[src/rtl/lru_tag_pkg.sv]
package lru_tag_pkg;
  typedef enum logic [1:0] {
    OP_LOOKUP = 2'b00,
    OP_PROBE  = 2'b01,
    OP_INVAL  = 2'b10,
    OP_RSVD   = 2'b11
  } lru_op_e;
endpackage

[src/rtl/lru_tag_match.sv]
module lru_tag_match #(
  parameter int N     = 8,
  parameter int TAG_W = 28,
  parameter int IDX_W = 3
) (
  input  logic                      clk_i,
  input  logic                      rst_ni,
  input  logic [N-1:0][TAG_W-1:0]   tag_i,
  input  logic [N-1:0]              valid_i,
  input  logic [TAG_W-1:0]          key_i,
  output logic                      hit_o,
  output logic [IDX_W-1:0]          idx_o
);
  logic [N-1:0] match_vec;

  for (genvar j = 0; j < N; j++) begin : g_cmp
    assign match_vec[j] = valid_i[j] && (tag_i[j] == key_i);
  end

  always_comb begin
    idx_o = '0;
    for (int j = 0; j < N; j++)
      if (match_vec[j]) idx_o = IDX_W'(j);
  end

  assign hit_o = |match_vec;


  single_match_chk: assert property (@(posedge clk_i) disable iff (!rst_ni)
    $onehot0(match_vec));
endmodule

[src/rtl/lru_victim_pick.sv]
module lru_victim_pick #(
  parameter int N     = 8,
  parameter int IDX_W = 3
) (
  input  logic                      clk_i,
  input  logic                      rst_ni,
  input  logic [N-1:0]              valid_i,
  input  logic [N-1:0][IDX_W-1:0]   rank_i,
  output logic [IDX_W-1:0]          victim_o
);
  logic free_found;

  always_comb begin
    victim_o   = '0;
    free_found = 1'b0;
    for (int j = N - 1; j >= 0; j--) begin
      if (!valid_i[j]) begin
        victim_o   = IDX_W'(j);
        free_found = 1'b1;
      end
    end
    if (!free_found) begin
      for (int j = 0; j < N; j++)
        if (rank_i[j] == IDX_W'(N - 1)) victim_o = IDX_W'(j);
    end
  end


  free_first_chk: assert property (@(posedge clk_i) disable iff (!rst_ni)
    !(&valid_i) |-> !valid_i[victim_o]);


  lru_when_full_chk: assert property (@(posedge clk_i) disable iff (!rst_ni)
    (&valid_i) |-> (rank_i[victim_o] == IDX_W'(N - 1)));
endmodule

[src/rtl/lru_rank_stack.sv]
module lru_rank_stack #(
  parameter int N     = 8,
  parameter int IDX_W = 3
) (
  input  logic                      clk_i,
  input  logic                      rst_ni,
  input  logic                      touch_i,
  input  logic [IDX_W-1:0]          touch_idx_i,
  output logic [N-1:0][IDX_W-1:0]   rank_o
);
  logic [N-1:0][IDX_W-1:0] rank_q;
  logic [IDX_W-1:0]        pivot;

  assign pivot  = rank_q[touch_idx_i];
  assign rank_o = rank_q;

  for (genvar j = 0; j < N; j++) begin : g_rank
    always_ff @(posedge clk_i or negedge rst_ni) begin
      if (!rst_ni) begin
        rank_q[j] <= IDX_W'(j);
      end else if (touch_i) begin
        if (touch_idx_i == IDX_W'(j))
          rank_q[j] <= '0;
        else if (rank_q[j] < pivot)
          rank_q[j] <= rank_q[j] + IDX_W'(1);
      end
    end
  end

  for (genvar v = 0; v < N; v++) begin : g_perm
    logic [N-1:0] holds_v;
    for (genvar j = 0; j < N; j++) begin : g_eq
      assign holds_v[j] = (rank_q[j] == IDX_W'(v));
    end

    rank_perm_chk: assert property (@(posedge clk_i) disable iff (!rst_ni)
      $countones(holds_v) == 1);
  end


  touch_to_mru_chk: assert property (@(posedge clk_i) disable iff (!rst_ni)
    touch_i |=> (rank_q[$past(touch_idx_i)] == '0));
endmodule

[src/rtl/lru_stats.sv]
module lru_stats #(
  parameter int NCAP  = 4,
  parameter int IDX_W = 3,
  parameter int CNT_W = 16
) (
  input  logic                        clk_i,
  input  logic                        rst_ni,
  input  logic                        count_i,
  input  logic                        hit_i,
  input  logic [IDX_W-1:0]            rank_i,
  output logic [CNT_W-1:0]            acc_cnt_o,
  output logic [NCAP-1:0][CNT_W-1:0]  hit_cnt_o,
  output logic [NCAP-1:0][CNT_W-1:0]  miss_cnt_o
);
  always_ff @(posedge clk_i or negedge rst_ni) begin
    if (!rst_ni)      acc_cnt_o <= '0;
    else if (count_i) acc_cnt_o <= acc_cnt_o + CNT_W'(1);
  end

  for (genvar c = 0; c < NCAP; c++) begin : g_cap
    logic in_cap;
    assign in_cap = hit_i && (32'(rank_i) < (32'd1 << c));

    always_ff @(posedge clk_i or negedge rst_ni) begin
      if (!rst_ni) begin
        hit_cnt_o[c]  <= '0;
        miss_cnt_o[c] <= '0;
      end else if (count_i) begin
        if (in_cap) hit_cnt_o[c]  <= hit_cnt_o[c] + CNT_W'(1);
        else        miss_cnt_o[c] <= miss_cnt_o[c] + CNT_W'(1);
      end
    end


    one_bucket_chk: assert property (@(posedge clk_i) disable iff (!rst_ni)
      count_i |=> ((hit_cnt_o[c] != $past(hit_cnt_o[c])) !=
                   (miss_cnt_o[c] != $past(miss_cnt_o[c]))));
  end


  idle_counts_chk: assert property (@(posedge clk_i) disable iff (!rst_ni)
    !count_i |=> $stable(acc_cnt_o) && $stable(hit_cnt_o) && $stable(miss_cnt_o));
endmodule

[src/rtl/lru_tag_store.sv]
module lru_tag_store
  import lru_tag_pkg::*;
#(
  parameter int ADDR_W    = 32,
  parameter int BLK_BYTES = 16,
  parameter int N_ENTRIES = 8,
  parameter int CNT_W     = 16,
  parameter int HIT_LAT   = 2,
  parameter int LAT_W     = 4,
  parameter int IDX_W     = $clog2(N_ENTRIES),
  parameter int LOG_N     = $clog2(N_ENTRIES),
  parameter int OFF_W     = $clog2(BLK_BYTES),
  parameter int NCAP      = LOG_N + 1
) (
  input  logic                        clk_i,
  input  logic                        rst_ni,
  input  logic                        req_valid_i,
  output logic                        req_ready_o,
  input  logic [1:0]                  req_op_i,
  input  logic [ADDR_W-1:0]           req_addr_i,
  output logic                        rsp_valid_o,
  output logic                        rsp_hit_o,
  output logic [IDX_W-1:0]            rsp_way_o,
  output logic [LOG_N-1:0]            rsp_mask_o,
  output logic [LAT_W-1:0]            rsp_lat_o,
  output logic [ADDR_W-1:0]           rsp_blk_o,
  output logic [OFF_W-1:0]            rsp_off_o,
  output logic [CNT_W-1:0]            acc_cnt_o,
  output logic [NCAP-1:0][CNT_W-1:0]  hit_cnt_o,
  output logic [NCAP-1:0][CNT_W-1:0]  miss_cnt_o
);
  localparam int N     = N_ENTRIES;
  localparam int TAG_W = ADDR_W - OFF_W;

  logic [N-1:0][TAG_W-1:0]  tag_q;
  logic [N-1:0]             valid_q;
  logic [N-1:0][IDX_W-1:0]  rank;
  logic                     ready_q;
  lru_op_e                  op;
  lru_op_e                  rsp_op_q;
  logic                     fire, do_lk, do_pr, do_iv;
  logic [TAG_W-1:0]         key;
  logic                     m_hit;
  logic [IDX_W-1:0]         m_idx, victim, touch_idx, hit_rank;
  logic [LOG_N-1:0]         mask;

  assign op          = lru_op_e'(req_op_i);
  assign key         = req_addr_i[ADDR_W-1:OFF_W];
  assign req_ready_o = ready_q;
  assign fire        = req_valid_i && ready_q;
  assign do_lk       = fire && (op == OP_LOOKUP);
  assign do_iv       = fire && (op == OP_INVAL);
  assign do_pr       = fire && ((op == OP_PROBE) || (op == OP_RSVD));
  assign hit_rank    = rank[m_idx];
  assign touch_idx   = m_hit ? m_idx : victim;
  assign rsp_lat_o   = LAT_W'(HIT_LAT);

  lru_tag_match #(.N(N), .TAG_W(TAG_W), .IDX_W(IDX_W)) u_match (
    .clk_i, .rst_ni, .tag_i(tag_q), .valid_i(valid_q), .key_i(key),
    .hit_o(m_hit), .idx_o(m_idx)
  );

  lru_victim_pick #(.N(N), .IDX_W(IDX_W)) u_victim (
    .clk_i, .rst_ni, .valid_i(valid_q), .rank_i(rank), .victim_o(victim)
  );

  lru_rank_stack #(.N(N), .IDX_W(IDX_W)) u_rank (
    .clk_i, .rst_ni, .touch_i(do_lk), .touch_idx_i(touch_idx), .rank_o(rank)
  );

  lru_stats #(.NCAP(NCAP), .IDX_W(IDX_W), .CNT_W(CNT_W)) u_stats (
    .clk_i, .rst_ni, .count_i(do_lk), .hit_i(m_hit), .rank_i(hit_rank),
    .acc_cnt_o, .hit_cnt_o, .miss_cnt_o
  );

  // residency in the 2^i-entry prefix of the stack
  for (genvar i = 0; i < LOG_N; i++) begin : g_mask
    assign mask[i] = m_hit && (32'(hit_rank) < (32'd1 << i));
  end

  always_ff @(posedge clk_i or negedge rst_ni) begin
    if (!rst_ni) begin
      tag_q   <= '0;
      valid_q <= '0;
      ready_q <= 1'b0;
    end else begin
      ready_q <= 1'b1;
      if (do_lk && !m_hit) begin
        tag_q[victim]   <= key;
        valid_q[victim] <= 1'b1;
      end
      if (do_iv && m_hit) valid_q[m_idx] <= 1'b0;
    end
  end

  always_ff @(posedge clk_i or negedge rst_ni) begin
    if (!rst_ni) begin
      rsp_valid_o <= 1'b0;
      rsp_hit_o   <= 1'b0;
      rsp_way_o   <= '0;
      rsp_mask_o  <= '0;
      rsp_blk_o   <= '0;
      rsp_off_o   <= '0;
      rsp_op_q    <= OP_PROBE;
    end else begin
      rsp_valid_o <= fire;
      if (fire) begin
        rsp_op_q   <= op;
        rsp_hit_o  <= m_hit;
        rsp_way_o  <= m_hit ? m_idx : (do_lk ? victim : '0);
        rsp_mask_o <= do_iv ? '0 : mask;
        rsp_blk_o  <= {(m_hit ? tag_q[m_idx] : key), {OFF_W{1'b0}}};
        rsp_off_o  <= req_addr_i[OFF_W-1:0];
      end
    end
  end


  mru_after_lookup_chk: assert property (@(posedge clk_i) disable iff (!rst_ni)
    (rsp_valid_o && rsp_op_q == OP_LOOKUP) |-> (rank[rsp_way_o] == '0) && valid_q[rsp_way_o]);


  probe_keeps_state_chk: assert property (@(posedge clk_i) disable iff (!rst_ni)
    do_pr |=> $stable(rank) && $stable(valid_q) && $stable(tag_q));


  mask_needs_hit_chk: assert property (@(posedge clk_i) disable iff (!rst_ni)
    (rsp_mask_o != '0) |-> rsp_hit_o && (rsp_op_q != OP_INVAL));

  for (genvar i = 0; i + 1 < LOG_N; i++) begin : g_thermo

    mask_nested_chk: assert property (@(posedge clk_i) disable iff (!rst_ni)
      rsp_mask_o[i] |-> rsp_mask_o[i+1]);
  end


  inval_clears_chk: assert property (@(posedge clk_i) disable iff (!rst_ni)
    (do_iv && m_hit) |=> !valid_q[$past(m_idx)] && $stable(rank));


  one_rsp_chk: assert property (@(posedge clk_i) disable iff (!rst_ni)
    fire |=> rsp_valid_o);
endmodule

[config.mk]
export PLATFORM = sky130hd
export DESIGN_NAME = lru_tag_store
export DESIGN_NICKNAME = d
export VERILOG_FILES = /design/src/rtl/lru_tag_pkg.sv /design/src/rtl/lru_tag_match.sv /design/src/rtl/lru_victim_pick.sv /design/src/rtl/lru_rank_stack.sv /design/src/rtl/lru_stats.sv /design/src/rtl/lru_tag_store.sv
export SDC_FILE = /design/constraint.sdc
export NUM_CORES = 1
export LEC_CHECK = 0
export ABC_CLOCK_PERIOD_IN_PS = 5300
export CAP_MARGIN = 20
export CORE_MARGIN = 2
export CORE_UTILIZATION = 47
export CTS_BUF_LIST = sky130_fd_sc_hd__clkbuf_8
export DETAILED_ROUTE_END_ITERATION = 8
export HOLD_SLACK_MARGIN = 0.08
export PLACE_DENSITY = 0.68
export SLEW_MARGIN = 20
export SYNTH_ARGS = -nofsm -noshare
export SYNTH_HDL_FRONTEND = slang
export SYNTH_SLANG_ARGS = --single-unit
[constraint.sdc]
create_clock -name clk_i -period 5.3 [get_ports clk_i]
set_input_delay 1.325 -clock clk_i [delete_from_list [all_inputs] [get_ports clk_i]]
set_output_delay 1.325 -clock clk_i [all_outputs]
set_load 0.01 [all_outputs]
---- Word level (Yosys, flattened, before mapping) ----
Cells that the tools add are included.
cells by class
  bitwise operators ....................... 7
  reductions and logical operators ........ 46
  eq/ne operators ......................... 24
  mux-type cells .......................... 68
  $add $sub $neg .......................... 17
  $lt $le $gt $ge ......................... 16
operators by type and width
  operator               count
  $bwmux 224             1
  $eq 28x28->1           8
  $add 16x1->16 const B  9
  $mux 3                 43
  $bmux 28 s3            1
  $demux 28 s3           1
  $mux 28                3
  $eq 3x3->1 const B     12
  $reduce_and 2->1       16
  $add 3x1->3 const B    8
  $lt 3x3->1             8
  $bmux 3 s3             2
  $logic_and 1x1->1      18
  $mux 8                 2
  $reduce_bool 2->1      8
  $lt 3x4->1 const B     3
  $mux 1                 11
  $and 8x8->8            1
  $not 8->8              1
  $or 8x8->8             1
  $reduce_or 8->1        1
  $demux 1 s3            2
  $eq 3x2->1 const B     2
  $ge 3x1->1 const B     2
  10 further kinds       14
storage, ports and cells
  output and inout bits ................... 193
  flip-flop bits (word level) ............. 441
  word-level logic and storage cells ...... 211
  input bits .............................. 37

---- Longest topological paths before layout ----
Gate-level depths: netlist of the first run.
  depth in word-level cells ............... 25
  depth in mapped cells ................... 21
  depth with buffers taken out ............ 19

---- Hierarchy ----
From an unflattened synthesis of the first run, not the netlist that was laid out.
second synthesis, totals
  cell total of the unflattened synthesis .. 2111
  area, all modules ....................... 23895.4 um2
modules (own cells, without submodules)
  module           instances  area each (um2)  cells each  seq. area each (um2)
  lru_tag_store    1          12482.0          965         6831.6
  lru_stats        1          6298.5           534         3603.5
  lru_tag_match    1          2793.9           346         0.0
  lru_rank_stack   1          2127.0           235         615.6
  lru_victim_pick  1          193.9            31          0.0

---- Worst setup path before layout of the first run ----
OpenSTA, ideal clock, no wires.
  kind .................................... input port to flip-flop
  start ................................... input port req_addr_i[21]
  end ..................................... register u_rank.rank_q, in the netlist u_rank.rank_o[21]
  data required time ...................... 5218 ps
  setup time .............................. 82 ps
  path slack .............................. 488 ps
  data arrival time ....................... 4730 ps
  path buffers ............................ 3
  cell stages on the path ................. 19
  path through ............................ buf_2 -> xnor2_1 -> nand4_1 -> nor4_1 -> o211ai_1 -> a211o_2 -> and2_1 -> buf_6 -> nand2_1 -> buf_2 -> nor2_1 -> a21oi_1 -> a211oi_1 -> a31oi_1 -> ha_1 -> nor2_1 -> o21ai_0 -> o21a_1 -> mux2_2
between the ends
  word-level cells in the longest chain between the ends .. 15
  elaborated cells between the ends (all ways) .. 32
  those cells by class .................... order compare: 1; eq/ne: 9; mux: 11; reduce/logical: 11
ends and longest elaborated chain
  item                           RTL line              source
  start, declared                lru_tag_store.sv:20   input logic [ADDR_W-1:0] req_addr_i,
  $eq 28x28->1                   lru_tag_match.sv:17   assign match_vec[j] = valid_i[j] && (tag_i[j] == key_i);
  $logic_and 1x1->1              lru_tag_match.sv:17
  $mux 1                         lru_tag_match.sv:23   if (match_vec[j]) idx_o = IDX_W'(j);
  $mux 2 (2 in series)           lru_tag_match.sv:23
  $mux 3 (4 in series)           lru_tag_match.sv:23
  $mux 3 *                       lru_tag_store.sv:55   assign touch_idx = m_hit ? m_idx : victim;
  $bmux 3 s3                     lru_rank_stack.sv:14  assign pivot = rank_q[touch_idx_i];
  $mux 3 (not written as such)   lru_rank_stack.sv:14
  $lt 3x3->1                     lru_rank_stack.sv:24  else if (rank_q[j] < pivot)
  $reduce_bool 2->1 (no line)    --
  $reduce_and 2->1 (no line)     --
  end signal, assigned by index  lru_rank_stack.sv:20  rank_q[j] <= IDX_W'(j);
  end signal, assigned by index  lru_rank_stack.sv:25  rank_q[j] <= rank_q[j] + IDX_W'(1);
  end, declared                  lru_rank_stack.sv:11  logic [N-1:0][IDX_W-1:0] rank_q;
Every way passes the cells marked *; elsewhere a longest branch is shown, timed or not. The select of a mux whose other input is x is not followed.
A chain may end at the register's enable or synchronous reset.

---- Worst setup path in the final report of the first run ----
  start ................................... input port req_addr_i[13]
  end ..................................... register u_rank.rank_q, in the netlist u_rank.rank_o[10]
Same word-level chain as after synthesis.

==> flow_summary.toml, run 1 <==
[floorplan]
rows = 80
die-area_mm2 = 0.0498
die_y_um = 223
fp.dieW_um = 223
design.core.area_mm2 = 0.0475
start_util_pct = 47.5
io_pins = 230

[sta]
slew_headroom_pct = 37.6
tns_ns = 0
finalHoldViolCount = 0
slew_viol_final = 0
finClkSkew_ns = 0.0415
setup_viol = 0
period_needed_ns = 4.96
setup_slack_ns = 0.337
finalCritPeriodShare_pct = 93.6
max_freq_mhz = 202
rsz0062_at_grt = "no"
worst_pin_slew_ns = 0.934
hold_ws_ns = 0.466

[power_and_ir_drop]
vdd_ir_drop_max_v = 0.000210
powerDensity_mw_per_mm2 = 396
power_leakage_nw = 13.1
finalPower_w = 0.0114

[finish]
syn_to_final_growth_pct = 27.7
multi_input_area_mm2 = 0.0109
regArea_mm2 = 0.0111
layout-drive-gt1-share_pct = 27.4
fillerInstances = 3884
antenna_cells = 0
finish.utilization_pct = 60.7
nets = 2480

[synthesis]
yosysMostFrequentCell = "dfrtp_1"
synth_edf_count = 0
async_reset_ff_share_pct = 100
yosys_warnings = 0
yosysTopAreaCellShare_pct = 47.5
syn_area_per_cell_um2 = 11.4
synth_seq_cells = 441
synth_area_leaders = "dfrtp_1 48%, mux2_2 13%, xnor2_1 9.7%"
ys_types = 88
synth_common_cells = "429 x dfrtp_1, 265 x mux2_2, 251 x xnor2_1"
syn_area_mm2 = 0.0226
seq_area_frac_synth_pct = 48.9
postSynthCellCount = 1977
synth_ff_type = "dfrtp_1"
synth_top_area_cell = "dfrtp_1"

[min_path]
hp-class = "reg -> reg"
whs_path_depth = 2

[outcome]
outcome = "finished, final reports clean"

[clock_network]
holdBufCountCts = 0
tritoncts = "yes"
clock_path_buffers = 3
cts_inserted_buffers = 76
ctsResizeCount = 0
cts.clk_slew.worst_paths_ns = 0.06
post_cts_buffers = 0
insertion_delay_ns = 0.67
clkSinkCount = 441
ctsHtreeMaxLevel = 3
clock-root-buffer = "clkbuf_8"

[setup_path]
cp_max_fo = 16
worstPathRequired_ns = 5.88
worstRegToRegCells = 13
path_class = "in -> reg"
critPathArrivalTime_ns = 5.54
setup.worst_path.end_class = "flop"
startpoint_type = "primary input"

[global_route]
antenna_found_initial = 0
grt_remaining_overflow = 0
grt_pass1_vias = 17700
grt_pass1_wl_um = 100000
grt_usage_pct = 25.8
grt_max_degree = 111

[place]
place_worst_setup_slack_ns = -0.252
place_congestion = 0.895
dpl.hpwl_um = 45900
io_buffers = 221

[routing]
wire_per_inst_um = 20.7
vias = 17100
firstDrtPassIters = 7
wl_um = 63700
drcViolationCount = 0
drtIter0Drc = 1094
postRouteAntennaNets = 0
viasPerCell = 5.54

[job]
drv_cap = 0
## state kept, by name (all words and copies together), names as in the netlist
register / count
req_ready_o: 1
valid_q: 8
rsp_off_o: 4
u_rank.rank_o: 24
rsp_hit_o: 1
rsp_blk_o: 28
u_stats.miss_cnt_o: 64
tag_q: 224
rsp_valid_o: 1
rsp_way_o: 3
u_stats.hit_cnt_o: 64
u_stats.acc_cnt_o: 16
rsp_mask_o: 3
## per-layer routing
metal / GRT usage [%] / vias to the layer above / wire length (µm)
met4: 10.7 / 0 / 2460
met5: 0 / - / 0
met3: 4.53 / 148 / 3070
met2: 44.4 / 481 / 31700
met1: 32.2 / 8614 / 26500
li1: - / 7843 / -
## per-stage QoR
step	area, µm²	cells
finish	28800	3083
global route	28800	3083
CTS	28800	3083
detailed placement	27300	2947
global placement	27300	2947
floorplan	22600	1984
## report_power, final
group	internal (W)	total [W]	switching, W
combinational	0.00189	0.00369	0.00180
sequential	0.00400	0.00457	0.000573
clock	0.00170	0.00315	0.00145
total	0.00759	0.0114	0.00382
## critical path, cell delays in order
cell and delay [ns]:
clkdlybuf4s50_1 0.54, xnor2_1 0.37, nand4_1 0.19, nor4_1 0.47
a211oi_1 0.18, o211a_1 0.29, or2_2 0.40, o311a_1 0.37
a22oi_2 0.20, o211ai_4 0.23, buf_4 0.22, a211o_1 0.31
a31oi_1 0.24, a22o_1 0.18
## cell type report
class / count / share of cell area, %
multi-input combinational: 1393 / 37.6
timing repair buffer: 461 / 15.5
tap: 615 / 2.67
clock buffer: 100 / 4.77
sequential: 441 / 38.3
inverter: 37 / 0.482
clock inverter: 36 / 0.660
## path summary, 6_finish.rpt
path / start / to / slack (ns)
hold / removal: rsp_mask_o[2] / rsp_mask_o[2] / 0.47
hold reg to reg: rsp_mask_o[2] / rsp_mask_o[2] / 0.47
max in group asynchronous: rst_ni / tag_q[88] / 3.65
setup / recovery: req_addr_i[13] / u_rank.rank_o[10] / 0.34
setup reg to reg: tag_q[68] / u_rank.rank_o[10] / 1.22
min in group asynchronous: rst_ni / u_stats.acc_cnt_o[15] / 0.62
## cell families after synthesis
logic type      synth area share [%]
compound gates                  5.41
xor+xnor                        13.9
fa+ha+maj                       2.03
buf+inv                         3.30
flops                           48.9
mux                             13.3
other cells                   0.0333
simple gates                    13.1
## cells in the final DEF (no fill, tap or decap), types with 74 or more instances in the layout
cell type        Yosys  layout
nand2_1            139     138
dfrtp_1            429     429
clkdlybuf4s50_1      0     220
buf_4               17     205
nand4_1            108     108
mux2_2             265     265
clkbuf_8             0     100
nor2_1              76      74
xor2_1             108     108
xnor2_1            251     251
Note: power is estimated with default switching activity, not from simulation.
==> run 2: changes to the inputs <==
--- a/config.mk
+++ b/config.mk
@@ -8,11 +8,11 @@
 export ABC_CLOCK_PERIOD_IN_PS = 5300
 export CAP_MARGIN = 20
 export CORE_MARGIN = 2
-export CORE_UTILIZATION = 47
+export CORE_UTILIZATION = 49
 export CTS_BUF_LIST = sky130_fd_sc_hd__clkbuf_8
 export DETAILED_ROUTE_END_ITERATION = 8
 export HOLD_SLACK_MARGIN = 0.08
-export PLACE_DENSITY = 0.68
+export PLACE_DENSITY = 0.7
 export SLEW_MARGIN = 20
 export SYNTH_ARGS = -nofsm -noshare
 export SYNTH_HDL_FRONTEND = slang
==> flow_summary.toml, run 2 (same netlist as run 1, synthesis figures left out) <==
[outcome]
outcome = "finished, final reports clean"

[clock_network]
clkSinkCount = 441
insertion_delay_ns = 0.65
tritoncts = "yes"
clock-root-buffer = "clkbuf_8"
cts_inserted_buffers = 78
holdBufCountCts = 0
cts.clk_slew.worst_paths_ns = 0.06
ctsHtreeMaxLevel = 3
clock_path_buffers = 3

[place]
io_buffers = 221
dpl.hpwl_um = 45800
place_congestion = 0.912
place_inst = 2960

[global_route]
antenna_found_initial = 1
grt_usage_pct = 26.8
grt_pass1_vias = 17900
grt_max_degree = 108
grt_remaining_overflow = 0
grt_pass1_wl_um = 99300

[sta]
rsz0062_at_grt = "no"
setup_viol = 0
finClkSkew_ns = 0.0281
slew_viol_final = 0
max_freq_mhz = 196
period_needed_ns = 5.09
slew_headroom_pct = 27.9
finalHoldViolCount = 0
finalCritPeriodShare_pct = 96.1
tns_ns = 0
worst_pin_slew_ns = 1.07

[floorplan]
rows = 78
start_util_pct = 49.7
io_pins = 230
die-area_mm2 = 0.0478
design.core.area_mm2 = 0.0455
fp.dieW_um = 219
die_y_um = 219

[setup_path]
worstRegToRegCells = 17
crit_path_end = "u_rank.rank_o[20]"
startpoint_type = "primary input"
path_class = "in -> reg"
cp_max_fo = 8
critPathArrivalTime_ns = 5.63
worstPathRequired_ns = 5.83
r2r_setup_slack_ns = 0.93
setup.worst_path.end_class = "flop"
reg2reg_from = "u_rank.rank_o[15]"
cp-startpoint = "req_addr_i[6]"
r2r_end = "u_rank.rank_o[20]"

[routing]
wl_met3_um = 2970
drtIter0Drc = 1130
viasPerCell = 5.58
wl_um = 63100
wire_per_inst_um = 20.4
vias = 17300
firstDrtPassIters = 5
highest_layer = "met4"
drcViolationCount = 0
wl_met1_um = 26600
postRouteAntennaNets = 0
wl_met2_um = 31300

[finish]
final_cell_mix = "429 x dfrtp_1, 265 x mux2_2, 251 x xnor2_1, 234 x buf_4, 220 x clkdlybuf4s50_1"
regArea_mm2 = 0.0111
syn_to_final_growth_pct = 28.4
instances_no_fill = 3097
largest_reg_flops = 224
top_regs = "tag_q x224, u_stats.hit_cnt_o x64, u_stats.miss_cnt_o x64"
final_common_cell = "dfrtp_1"
multi_input_area_mm2 = 0.0108
nets = 2510
fillerInstances = 3700
regMostFlops = "tag_q"
layout-drive-gt1-share_pct = 27.9

[power_and_ir_drop]
power_leakage_nw = 13.2
powerDensity_mw_per_mm2 = 397
vdd_ir_drop_max_v = 0.000282

[min_path]
hp-class = "reg -> reg"
whs_path_depth = 1

[job]
drv_cap = 0
-- run 2: cell count changes in the layout (fill, tap and decap cells not counted), moves of 2 or more --
cell / previous run / this run
clkbuf_8: 100 / 97
inv_1: 57 / 64
buf_4: 205 / 234
inv_6: 3 / 0
bufinv_16: 0 / 2
-- run 2: worst max-delay path, cell delays in order --
cell and delay [ns]:
clkdlybuf4s50_1 0.57, buf_4 0.25, xnor2_1 0.25, nand4_1 0.17, nor4_2 0.40, buf_4 0.18
o211ai_1 0.12, a211o_2 0.38, and2_1 0.15, nand2_1 0.15, nand2_1 0.07, o21ai_0 0.07
nor2_1 0.05, a211oi_1 0.23, a31oi_1 0.06, buf_4 0.19, buf_4 0.14, ha_1 0.35
and2_0 0.19, o32ai_1 0.33
-- run 2: area by class of cell --
cell class,count,area share (%)
Sequential cell,441,38.1
Multi-Input combinational cell,1393,37.4
Timing Repair Buffer,489,16.0
Clock buffer,97,4.60
Tap cell,600,2.59
Clock inverter,39,0.759
Inverter,37,0.479
Antenna cell,1,0.00863
-- run 2: worst min-delay path by stage --
stage	startpoint	end
after global placement	u_stats.hit_cnt_o[31]	u_stats.hit_cnt_o[31]
after CTS	u_stats.hit_cnt_o[47]	u_stats.hit_cnt_o[47]
after global routing	u_stats.miss_cnt_o[31]	u_stats.miss_cnt_o[31]
after floorplan	u_rank.rank_o[0]	u_rank.rank_o[0]
final	u_stats.miss_cnt_o[63]	u_stats.miss_cnt_o[63]
after detailed placement	u_stats.hit_cnt_o[47]	u_stats.hit_cnt_o[47]
-- run 2: repair_timing --
item	CTS	global route
resized for setup	0	1
endpoints found under the setup margin	0	17
setup buffers	0	0
-- run 2: power by group --
part           total (W)  switching [W]  internal (W)
registers        0.00458       0.000579       0.00400
logic            0.00377        0.00182       0.00195
clock network    0.00316        0.00142       0.00174
-- run 2: routing by layer --
| metal | global-route usage (%) | vias up |
|---|---|---|
| li1 | - | 7909 |
| met4 | 10.6 | 0 |
| met1 | 34.1 | 8735 |
| met3 | 4.40 | 147 |
| met5 | 0 | - |
| met2 | 45.8 | 497 |
-- run 2: stage by stage --
step	hold slack, ns	utilization (%)	setup slack [ns]	total power (W)	instance area [µm²]
finish	0.474	63.8	0.206	0.0115	29000
floorplan	0.468	-	0.488	0.00672	22600
CTS	0.476	63.7	0.205	0.0115	29000
detailed placement	0.461	60.3	-0.502	0.00836	27400
global route	0.489	63.8	0.0304	0.0121	29000
global placement	0.456	60.3	-0.315	0.00820	27400
==> run 3: changes to the inputs <==
--- a/config.mk
+++ b/config.mk
@@ -5,6 +5,7 @@
 export SDC_FILE = /design/constraint.sdc
 export NUM_CORES = 1
 export LEC_CHECK = 0
+export ABC_AREA = 1
 export ABC_CLOCK_PERIOD_IN_PS = 5300
 export CAP_MARGIN = 20
 export CORE_MARGIN = 2
==> flow_summary.toml, run 3 <==
[floorplan]
io_pins = 230
rows = 82
fp.dieW_um = 229
start_util_pct = 49.5
die-area_mm2 = 0.0524
design.core.area_mm2 = 0.0501
die_y_um = 229

[routing]
wire_per_inst_um = 18.9
postRouteAntennaNets = 0
drtIter0Drc = 1982
drcViolationCount = 0
wl_um = 81800
firstDrtPassIters = 6
vias = 23100
viasPerCell = 5.35

[finish]
regArea_mm2 = 0.0111
final_cell_mix = "1027 x nand2_1, 429 x dfrtp_1, 394 x inv_1, 305 x o21ai_0, 273 x nor2_1"
multi_input_area_mm2 = 0.0116
layout-drive-gt1-share_pct = 10.0
regMostFlops = "tag_q"
largest_reg_flops = 224
final_common_cell = "nand2_1"
top_regs = "tag_q x224, u_stats.hit_cnt_o x64, u_stats.miss_cnt_o x64"
nets = 3663
syn_to_final_growth_pct = 21.1
fillerInstances = 4734

[sta]
tns_ns = 0
setup_slack_ns = 0.526
period_needed_ns = 4.77
setup_viol = 0
max_freq_mhz = 209
worst_pin_slew_ns = 0.712
rsz0062_at_grt = "no"
finClkSkew_ns = 0.0385
finalHoldViolCount = 0
slew_headroom_pct = 52.6
slew_viol_final = 0
finalCritPeriodShare_pct = 90.1

[synthesis]
synth_top_area_cell = "dfrtp_1"
yosys_warnings = 0
synth_seq_cells = 441
syn_area_per_cell_um2 = 7.53
yosysTopAreaCellShare_pct = 43.3
yosysMostFrequentCell = "nand2_1"
async_reset_ff_share_pct = 100
synth_common_cells = "1028 x nand2_1, 429 x dfrtp_1, 375 x inv_1"
syn_area_mm2 = 0.0248
synth_edf_count = 0
ys_types = 58
postSynthCellCount = 3290
synth_area_leaders = "dfrtp_1 43%, nand2_1 16%, o21ai_0 6.2%"
seq_area_frac_synth_pct = 44.6
synth_ff_type = "dfrtp_1"

[power_and_ir_drop]
vdd_ir_drop_max_v = 0.000280
pwr-share-comb_pct = 27.0
powerDensity_mw_per_mm2 = 345
power.internal_w = 0.00669
seqPwrFrac_pct = 41.2
clkPwrFrac_pct = 31.8
power_leakage_nw = 14.9
switching_share_pct = 35.3
power.switching_w = 0.00365

[setup_path]
startpoint_type = "primary input"
cp_max_fo = 9
cp_top_family = "simple AND/OR/NAND/NOR gates"
crit_path_top_delay_cell = "clkdlybuf4s50_1"
critical_path.max_stage_delay_ns = 0.60
path_buf_inv = 5
worstPathRequired_ns = 5.85
critPathArrivalTime_ns = 5.32
path_class = "in -> reg"
crit_top_cell = "nand2_1"
r2r_setup_slack_ns = 1.44
setup.worst_path.end_class = "flop"

[clock_network]
cts.clk_slew.worst_paths_ns = 0.06
insertion_delay_ns = 0.69
clock_path_buffers = 3
ctsHtreeMaxLevel = 3
cts_inserted_buffers = 78
tritoncts = "yes"
ctsResizeCount = 0
holdBufCountCts = 0
clock-root-buffer = "clkbuf_8"
clkSinkCount = 441
post_cts_buffers = 0

[min_path]
hp-class = "reg -> reg"

[global_route]
grt_remaining_overflow = 0
met3_usage_pct = 6.80
grt_usage_pct = 31.7
grt_max_degree = 114
grt_pass1_vias = 22600
use_met1_pct = 43.7
busiest_layer = "met2"
antenna_found_initial = 1
grt_pass1_wl_um = 129000
gr-usage-met2_pct = 48.8

[place]
place_congestion = 0.972
dpl.hpwl_um = 61100
place_worst_setup_slack_ns = 0.0441
io_buffers = 221

[job]
drv_cap = 0

[outcome]
outcome = "finished, final reports clean"
==> run 3: cell count changes in the layout (fill, tap and decap cells not counted), sizes merged, moves of 38 or more <==
cell / change
nand2: +903
nor2: +213
mux2: -260
nand3: +54
or2: +38
inv: +351
buf: -141
o21ai: +272
xnor2: -162
==> run 3: cell type report <==
cell class	instances	share of cell area (%)
Antenna cell	1	0.00834
Clock buffer	101	4.63
Clock inverter	36	0.725
Inverter	395	4.94
Multi-Input combinational cell	2329	38.8
Sequential cell	441	36.8
Tap cell	672	2.80
Timing Repair Buffer	348	11.3
==> run 3: per-layer routing <==
metal / part of all wire (%) / vias to the layer above
met3: 7.9 / 197
met1: 44 / 11000
met5: 0 / -
met2: 44 / 887
li1: - / 11000
met4: 4.0 / 0
==> run 3: final timing paths <==
kind,start,to,cells after the start
hold / removal,u_stats.miss_cnt_o[31],u_stats.miss_cnt_o[31],1
min in group asynchronous,rst_ni,tag_q[175],1
max in group asynchronous,rst_ni,tag_q[12],2
setup / recovery,req_addr_i[30],u_rank.rank_o[16],27
setup reg to reg,tag_q[106],u_rank.rank_o[16],28
hold reg to reg,u_stats.miss_cnt_o[31],u_stats.miss_cnt_o[31],1
==> run 3: power groups by stage <==
stage	combinational, W	clock, W	sequential [W]
after floorplan	0.00171	0	0.00421
after global placement	0.00274	0	0.00429
after detailed placement	0.00277	0	0.00429
after CTS	0.00278	0.00334	0.00424
after global routing	0.00319	0.00349	0.00431
final	0.00280	0.00329	0.00426
==> run 3: worst register-to-register path, delay by kind of cell (launching register included) <==
kind / cells / cell delay [ns]
compound gates: 3 / 0.34
flops: 1 / 0.38
simple gates: 20 / 2.39
buf+inv: 4 / 0.37
fa+ha+maj: 1 / 0.23
==> run 3: kinds of logic after synthesis <==
kind of cell             synth area share [%]
multiplexers                            0.227
flip-flops                               44.6
buffers and inverters                    8.57
XOR/XNOR                                 6.47
AO/OA/AOI/OAI                            7.56
other                                  0.0303
AND/OR/NAND/NOR                          30.9
adder cells (fa/ha/maj)                  1.67
==> run 3: per-stage QoR <==
stage                     hold slack [ns]  cell area, µm²  cells  util (%)  total power, W
after global routing                0.491           30000   4323      60.0          0.0110
after CTS                           0.474           30000   4322      59.9          0.0104
after floorplan                     0.453           24800   3297         -         0.00592
final                               0.477           30000   4323      60.0          0.0103
after global placement              0.457           28400   4185      56.7         0.00704
after detailed placement            0.464           28400   4185      56.7         0.00706
